### src/rtl/cfgrx_pkg.sv
package cfgrx_pkg;
  localparam int WORD_W  = 32;
  localparam int ADDR_W  = 4;
  localparam int DATA_W  = WORD_W - ADDR_W;
  localparam int NREG    = 1 << ADDR_W;
  localparam int RST_REG = 7;
  localparam int RST_BIT = 0;
  localparam int CAL_REG = NREG - 1;
  localparam int CAL_CYC = 64;

  // Default contents: index placed in two nibble lanes.
  function automatic logic [DATA_W-1:0] reg_default(input int unsigned idx);
    logic [DATA_W-1:0] v;
    v = DATA_W'(idx);
    return (v << 16) | (v << 4);
  endfunction
endpackage

### src/rtl/cfgrx_sync.sv
module cfgrx_sync #(
  parameter int N      = 3,
  parameter int STAGES = 2
) (
  input  logic         clk,
  input  logic         rst_n,
  input  logic [N-1:0] din,
  output logic [N-1:0] dout
);
  logic [N-1:0] stage_q [STAGES];

  always_ff @(posedge clk or negedge rst_n) begin
    if (!rst_n) begin
      for (int s = 0; s < STAGES; s++) stage_q[s] <= '0;
    end else begin
      stage_q[0] <= din;
      for (int s = 1; s < STAGES; s++) stage_q[s] <= stage_q[s-1];
    end
  end

  assign dout = stage_q[STAGES-1];
endmodule

### src/rtl/cfgrx_frame.sv
module cfgrx_frame
  import cfgrx_pkg::*;
(
  input  logic              clk,
  input  logic              rst_n,
  input  logic              srst,
  input  logic              sclk_s,
  input  logic              sdat_s,
  input  logic              le_s,
  output logic              wr_en,
  output logic [ADDR_W-1:0] wr_addr,
  output logic [DATA_W-1:0] wr_data,
  output logic              frame_err
);
  localparam int CNT_W   = $clog2(WORD_W + 2);
  localparam int CNT_SAT = WORD_W + 1;

  logic              sclk_q, le_q;
  logic [WORD_W-1:0] shift_q, shift_d;
  logic [CNT_W-1:0]  cnt_q, cnt_d;
  logic              err_q, err_d;
  logic              wr_q, wr_d;
  logic              sclk_rise, le_rise;

  assign sclk_rise = sclk_s & ~sclk_q;
  assign le_rise   = le_s & ~le_q;

  always_comb begin
    shift_d = shift_q;
    cnt_d   = cnt_q;
    err_d   = err_q;
    wr_d    = 1'b0;
    if (srst) begin
      cnt_d = '0;
      err_d = 1'b0;
    end else if (le_rise) begin
      cnt_d = '0;
      if (cnt_q == CNT_W'(WORD_W)) begin
        wr_d  = 1'b1;
        err_d = 1'b0;
      end else begin
        err_d = 1'b1;
      end
    end else if (sclk_rise && !le_s) begin
      shift_d = {shift_q[WORD_W-2:0], sdat_s};
      if (cnt_q != CNT_W'(CNT_SAT)) cnt_d = cnt_q + 1'b1;
    end
  end

  always_ff @(posedge clk or negedge rst_n) begin
    if (!rst_n) begin
      sclk_q  <= 1'b0;
      le_q    <= 1'b0;
      shift_q <= '0;
      cnt_q   <= '0;
      err_q   <= 1'b0;
      wr_q    <= 1'b0;
    end else begin
      sclk_q  <= sclk_s;
      le_q    <= le_s;
      shift_q <= shift_d;
      cnt_q   <= cnt_d;
      err_q   <= err_d;
      wr_q    <= wr_d;
    end
  end

  assign wr_en     = wr_q;
  assign wr_addr   = shift_q[ADDR_W-1:0];
  assign wr_data   = shift_q[WORD_W-1:ADDR_W];
  assign frame_err = err_q;

  p_cnt_bound_r9: assert property (@(posedge clk) disable iff (!rst_n)
    cnt_q <= CNT_W'(CNT_SAT));
  p_err_cause_r3: assert property (@(posedge clk) disable iff (!rst_n)
    $rose(err_q) |-> $past(le_rise));
  p_err_clear_r3: assert property (@(posedge clk) disable iff (!rst_n)
    wr_q |-> !err_q);
endmodule

### src/rtl/cfgrx_regfile.sv
module cfgrx_regfile
  import cfgrx_pkg::*;
(
  input  logic              clk,
  input  logic              rst_n,
  input  logic              srst,
  input  logic              wr_en,
  input  logic [ADDR_W-1:0] wr_addr,
  input  logic [DATA_W-1:0] wr_data,
  input  logic [ADDR_W-1:0] rd_addr,
  output logic [DATA_W-1:0] rd_data
);
  logic [DATA_W-1:0] regs_q [NREG];
  logic [DATA_W-1:0] regs_d [NREG];
  logic              soft_rst;

  assign soft_rst = wr_en && (wr_addr == ADDR_W'(RST_REG)) && wr_data[RST_BIT];

  always_comb begin
    for (int i = 0; i < NREG; i++) regs_d[i] = regs_q[i];
    if (srst || soft_rst) begin
      for (int i = 0; i < NREG; i++) regs_d[i] = reg_default(i);
    end else if (wr_en) begin
      regs_d[wr_addr] = wr_data;
    end
  end

  always_ff @(posedge clk or negedge rst_n) begin
    if (!rst_n) begin
      for (int i = 0; i < NREG; i++) regs_q[i] <= reg_default(i);
    end else begin
      for (int i = 0; i < NREG; i++) regs_q[i] <= regs_d[i];
    end
  end

  assign rd_data = regs_q[rd_addr];

  p_softrst_r4: assert property (@(posedge clk) disable iff (!rst_n)
    (wr_en && wr_addr == ADDR_W'(RST_REG) && wr_data[RST_BIT])
      |=> (regs_q[RST_REG] == reg_default(RST_REG) && regs_q[0] == reg_default(0)));
  p_srst_r8: assert property (@(posedge clk) disable iff (!rst_n)
    srst |=> (regs_q[NREG-1] == reg_default(NREG-1)));
endmodule

### src/rtl/cfgrx_caltimer.sv
module cfgrx_caltimer
  import cfgrx_pkg::*;
(
  input  logic clk,
  input  logic rst_n,
  input  logic srst,
  input  logic trig,
  output logic cal_start,
  output logic cal_busy
);
  localparam int TW = $clog2(CAL_CYC + 1);

  logic [TW-1:0] tmr_q, tmr_d;
  logic          start_q, start_d;

  always_comb begin
    start_d = 1'b0;
    tmr_d   = tmr_q;
    if (srst) begin
      tmr_d = '0;
    end else if (trig) begin
      start_d = 1'b1;
      tmr_d   = TW'(CAL_CYC);
    end else if (tmr_q != '0) begin
      tmr_d = tmr_q - 1'b1;
    end
  end

  always_ff @(posedge clk or negedge rst_n) begin
    if (!rst_n) begin
      tmr_q   <= '0;
      start_q <= 1'b0;
    end else begin
      tmr_q   <= tmr_d;
      start_q <= start_d;
    end
  end

  assign cal_start = start_q;
  assign cal_busy  = (tmr_q != '0);

  p_pulse_single_r6: assert property (@(posedge clk) disable iff (!rst_n)
    start_q |=> !start_q);
  p_busy_cover_r7: assert property (@(posedge clk) disable iff (!rst_n)
    start_q |-> cal_busy);
  p_busy_hold_r7: assert property (@(posedge clk) disable iff (!rst_n)
    (cal_busy && !srst && tmr_q != TW'(1)) |=> cal_busy);
endmodule

### src/rtl/cfg_serial_rx.sv
module cfg_serial_rx
  import cfgrx_pkg::*;
(
  input  logic              clk,
  input  logic              rst_n,
  input  logic              srst,
  input  logic              ser_clk,
  input  logic              ser_dat,
  input  logic              ser_le,
  input  logic [ADDR_W-1:0] rd_addr,
  output logic [DATA_W-1:0] rd_data,
  output logic              frame_err,
  output logic              cal_start,
  output logic              cal_busy
);
  logic              rst_meta_q, rst_sync_q;
  logic [2:0]        pins_s;
  logic              wr_en;
  logic [ADDR_W-1:0] wr_addr;
  logic [DATA_W-1:0] wr_data;
  logic              cal_trig;

  // Asynchronous assertion, synchronous release.
  always_ff @(posedge clk or negedge rst_n) begin
    if (!rst_n) begin
      rst_meta_q <= 1'b0;
      rst_sync_q <= 1'b0;
    end else begin
      rst_meta_q <= 1'b1;
      rst_sync_q <= rst_meta_q;
    end
  end

  cfgrx_sync #(.N(3), .STAGES(2)) u_sync (
    .clk   (clk),
    .rst_n (rst_sync_q),
    .din   ({ser_le, ser_dat, ser_clk}),
    .dout  (pins_s)
  );

  cfgrx_frame u_frame (
    .clk       (clk),
    .rst_n     (rst_sync_q),
    .srst      (srst),
    .sclk_s    (pins_s[0]),
    .sdat_s    (pins_s[1]),
    .le_s      (pins_s[2]),
    .wr_en     (wr_en),
    .wr_addr   (wr_addr),
    .wr_data   (wr_data),
    .frame_err (frame_err)
  );

  cfgrx_regfile u_regs (
    .clk     (clk),
    .rst_n   (rst_sync_q),
    .srst    (srst),
    .wr_en   (wr_en),
    .wr_addr (wr_addr),
    .wr_data (wr_data),
    .rd_addr (rd_addr),
    .rd_data (rd_data)
  );

  assign cal_trig = wr_en && (wr_addr == ADDR_W'(CAL_REG));

  cfgrx_caltimer u_cal (
    .clk       (clk),
    .rst_n     (rst_sync_q),
    .srst      (srst),
    .trig      (cal_trig),
    .cal_start (cal_start),
    .cal_busy  (cal_busy)
  );
endmodule

### config.mk
export PLATFORM = sky130hd
export DESIGN_NAME = cfg_serial_rx
export DESIGN_NICKNAME = d
export VERILOG_FILES = /design/src/rtl/cfgrx_pkg.sv /design/src/rtl/cfgrx_sync.sv /design/src/rtl/cfgrx_frame.sv /design/src/rtl/cfgrx_regfile.sv /design/src/rtl/cfgrx_caltimer.sv /design/src/rtl/cfg_serial_rx.sv
export SDC_FILE = /design/constraint.sdc
export NUM_CORES = 1
export LEC_CHECK = 0
export ABC_AREA = 1
export BUFFER_PORTS_ARGS = -buffer_cell sky130_fd_sc_hd__buf_4
export CAP_MARGIN = 15
export CORE_ASPECT_RATIO = 1.25
export CORE_UTILIZATION = 45
export CTS_CLUSTER_SIZE = 10
export DETAILED_ROUTE_END_ITERATION = 10
export HOLD_SLACK_MARGIN = 0.08
export PLACE_DENSITY = 0.68
export RECOVER_POWER = 50
export SLEW_MARGIN = 30
export SYNTH_ARGS = -nofsm -noshare
export SYNTH_HDL_FRONTEND = slang
export SYNTH_SLANG_ARGS = --single-unit
### constraint.sdc
create_clock -name clk -period 16.4 [get_ports clk]
set_input_delay 1.64 -clock clk [delete_from_list [all_inputs] [get_ports clk]]
set_output_delay 1.64 -clock clk [all_outputs]
set_load 0.03 [all_outputs]
==> metrics.cfg <==
[sta]
finalMaxSlewViolations = 279
fin_skew_ps = 8.00
post-route-min-period_ps = 7080
finalSetupViolations = 0
fmax_mhz = 141
fin_setup_tns_ps = 0
fin_crit_sh_pct = 43.2
timing.final.hold_violations = 0
tightest_slew_ps = 3970
relSlewSlack_pct = -165
rsz0062_at_grt = no
holdWs_ps = 344

[layout]
drive_gt1_share_pct = 8.12
area_growth_pct = 7.21
nets = 3023
instances_no_fill = 3789
utilization_pct = 48.8
antenna_cells = 0

[synth]
syn_nets = 3153
synth-seq-cells = 506
synth_edf_count = 0
syn_area_per_cell_um2 = 7.94
yosysSeqAreaShare_pct = 51.1
synthArstFlopShare_pct = 100
ys_types = 37
postSynthCellCount = 3139
syn_area_mm2 = 0.0249
synth_flop_cell = dfrtp_1
yosysWarnings = 0

[detailed_routing]
drt_wl_total_um = 77800
first_pass_iters = 6
antenna_left = 0
vias = 21838
wl_per_cell_um = 20.5
via_per_inst = 5.76
drtIter0Drc = 2418
drc = 0

[clocking]
hold_buffers = 0
clk_latency_ps = 600
cts.sinks = 506
htree_levels = 2
post-cts-setup-buffer-count = 0
path_clk_slew_ps = 60
cts.repair.resized = 0
clockRootBuffer = clkbuf_16
cts_tree = done
cts_buffers = 56
clock_path_buffers = 3

[global_route]
grt_pass1_wl_um = 121000
grt_pass1_vias = 20984
grt_usage_pct = 27.9
grt_antenna_before_repair = 0
overflow = 0
grt_max_degree = 184

[floorplan]
dieArea_mm2 = 0.0564
num_rows = 96
design.core.area_mm2 = 0.0548
die-width_um = 213
start_util_pct = 45.5
die_h_um = 265
io_pins = 41

[critical_path]
cp_num_buf_inv = 2
startpoint_type = flip-flop
rr_worst_depth = 2
end_kind = asynchronous set/reset pin
path_class = flip-flop to asynchronous set/reset pin
r2r-start = rst_sync_q
worstPathMaxFanout = 71
crit_path_top_delay_cell = clkbuf_1
path_cells = clkbuf_1, clkbuf_1
slowest_delay_ps = 2830
crit_start = rst_sync_q
cpMostUsedCell = clkbuf_1
cp.arrival_ps = 7090
cp.required_ps = 16400
critical_path.top_delay_family = buffers and inverters
path_depth = 2

[place]
io_buffers = 40
globalplace.congestion = 0.808
post-dp-hpwl_um = 40300
place_inst = 3684

[pwr]
ir_drop_mv = 0.0752
leakagePower_nw = 11.3
power.density_mw_per_mm2 = 103

[flow_run]
drv_cap = 5

[status]
status = finished with violations
violations = max-capacitance violations, max-slew violations

[min_path]
worstHoldPathType = flip-flop to flip-flop
timing.hold.worst_path_depth = 0
hold_path.startpoint = u_sync.stage_q[4]

-- cell usage in the layout, fill, tap and decap left out, types with 2 or more instances in the layout --
cell type and instances:
xor2_1 3, dfstp_2 64, a21oi_1 479, clkinv_1 2
clkbuf_4 3, nor2_2 3, nand2_2 5, buf_4 59
ha_1 4, o211ai_2 2, nand2_1 957, o211ai_1 121
dfrtp_1 442, nor3_1 2, buf_6 5, o21ai_1 5
nor2_1 48, o21ai_2 4, inv_1 267, o22ai_1 31
nand3_2 3, nor3b_1 2, buf_16 2, o21ai_0 191
nand3_1 197, inv_2 21, clkbuf_1 52, nor3_4 11
clkbuf_16 57
-- final timing paths --
| kind | endpoint | slack [ps] |
|---|---|---|
| min | u_sync.dout[1] | 340 |
| min in group asynchronous | u_regs.regs_q[206] | 550 |
| max in group clk | rd_data[7] | 10220 |
| max reg2reg | u_regs.regs_q[50] | 9320 |
| min reg2reg | u_sync.dout[1] | 340 |
| max | u_regs.regs_q[50] | 9320 |
-- synth_stat cells (3+ instances only) --
master,instances,share of area (%)
inv_2,20,0.30
nand2_4,4,0.18
a21oi_1,479,9.6
nand2_1,954,14
buf_4,12,0.36
buf_6,20,0.90
o22ai_1,31,0.78
nand3_1,198,4.0
o21ai_1,5,0.10
buf_1,16,0.24
o21ai_2,4,0.14
inv_1,269,4.0
nand2_2,6,0.15
xor2_1,3,0.11
dfrtp_1,442,44
ha_1,4,0.20
o21ai_0,191,3.8
buf_2,131,2.6
nor3_4,9,0.59
o211ai_1,121,3.6
clkbuf_1,86,1.3
dfstp_2,64,6.7
nor2_2,5,0.13
nor2_1,46,0.69
-- cell families after synthesis --
group	count (synthesis)	synth area share (%)
buffers and inverters	557	9.84
AOI/OAI and AO/OA	835	18.3
DFF	506	51.1
and+or+nand+nor	1232	20.4
other	1	0.0150
xor gates and xnor gates	4	0.141
adders and majority gates	4	0.201
-- state kept, by name, indices dropped and copies added, names as in the netlist, 3 cells and up --
register	cells
u_cal.tmr_q	7
u_sync.dout	3
u_regs.regs_q	448
u_frame.shift_q	32
u_sync.stage_q	3
u_frame.cnt_q	6
-- cell type report --
type | count | area [um2]
fillers | 5304 | 28000
flip-flops and latches | 506 | 12700
multi-input cells | 2076 | 9740
clock buffers | 103 | 1610
inverters | 292 | 1100
well taps | 735 | 920
repair buffers | 77 | 618
-- per-stage QoR --
| stage | setup slack (ps) | total power, W | instance area, um2 |
|---|---|---|---|
| floorplan | 1360 | 0.00154 | 24900 |
| global placement | 10080 | 0.00162 | 25100 |
| detailed placement | 9990 | 0.00163 | 25200 |
| CTS | 9980 | 0.00277 | 26800 |
| global route | 7980 | 0.00285 | 26700 |
| finish | 9320 | 0.00276 | 26700 |
-- routing by layer --
layer / track usage [%] / vias up / part of all wire, %
met5: 0 / - / 0
met4: 13.1 / 0 / 4.7
met3: 4.05 / 227 / 7.9
met2: 45.1 / 1007 / 48
met1: 37.0 / 10677 / 40
li1: - / 9927 / -
-- where the power goes --
group / leakage, nW / total, W / internal [W] / switching, W
sequential: 6.79 / 0.00134 / 0.00127 / 0.0000698
combinational: 3.76 / 0.000269 / 0.0000695 / 0.000199
clock: 0.763 / 0.00115 / 0.000652 / 0.000498
Power figures use the tool's default switching activity.
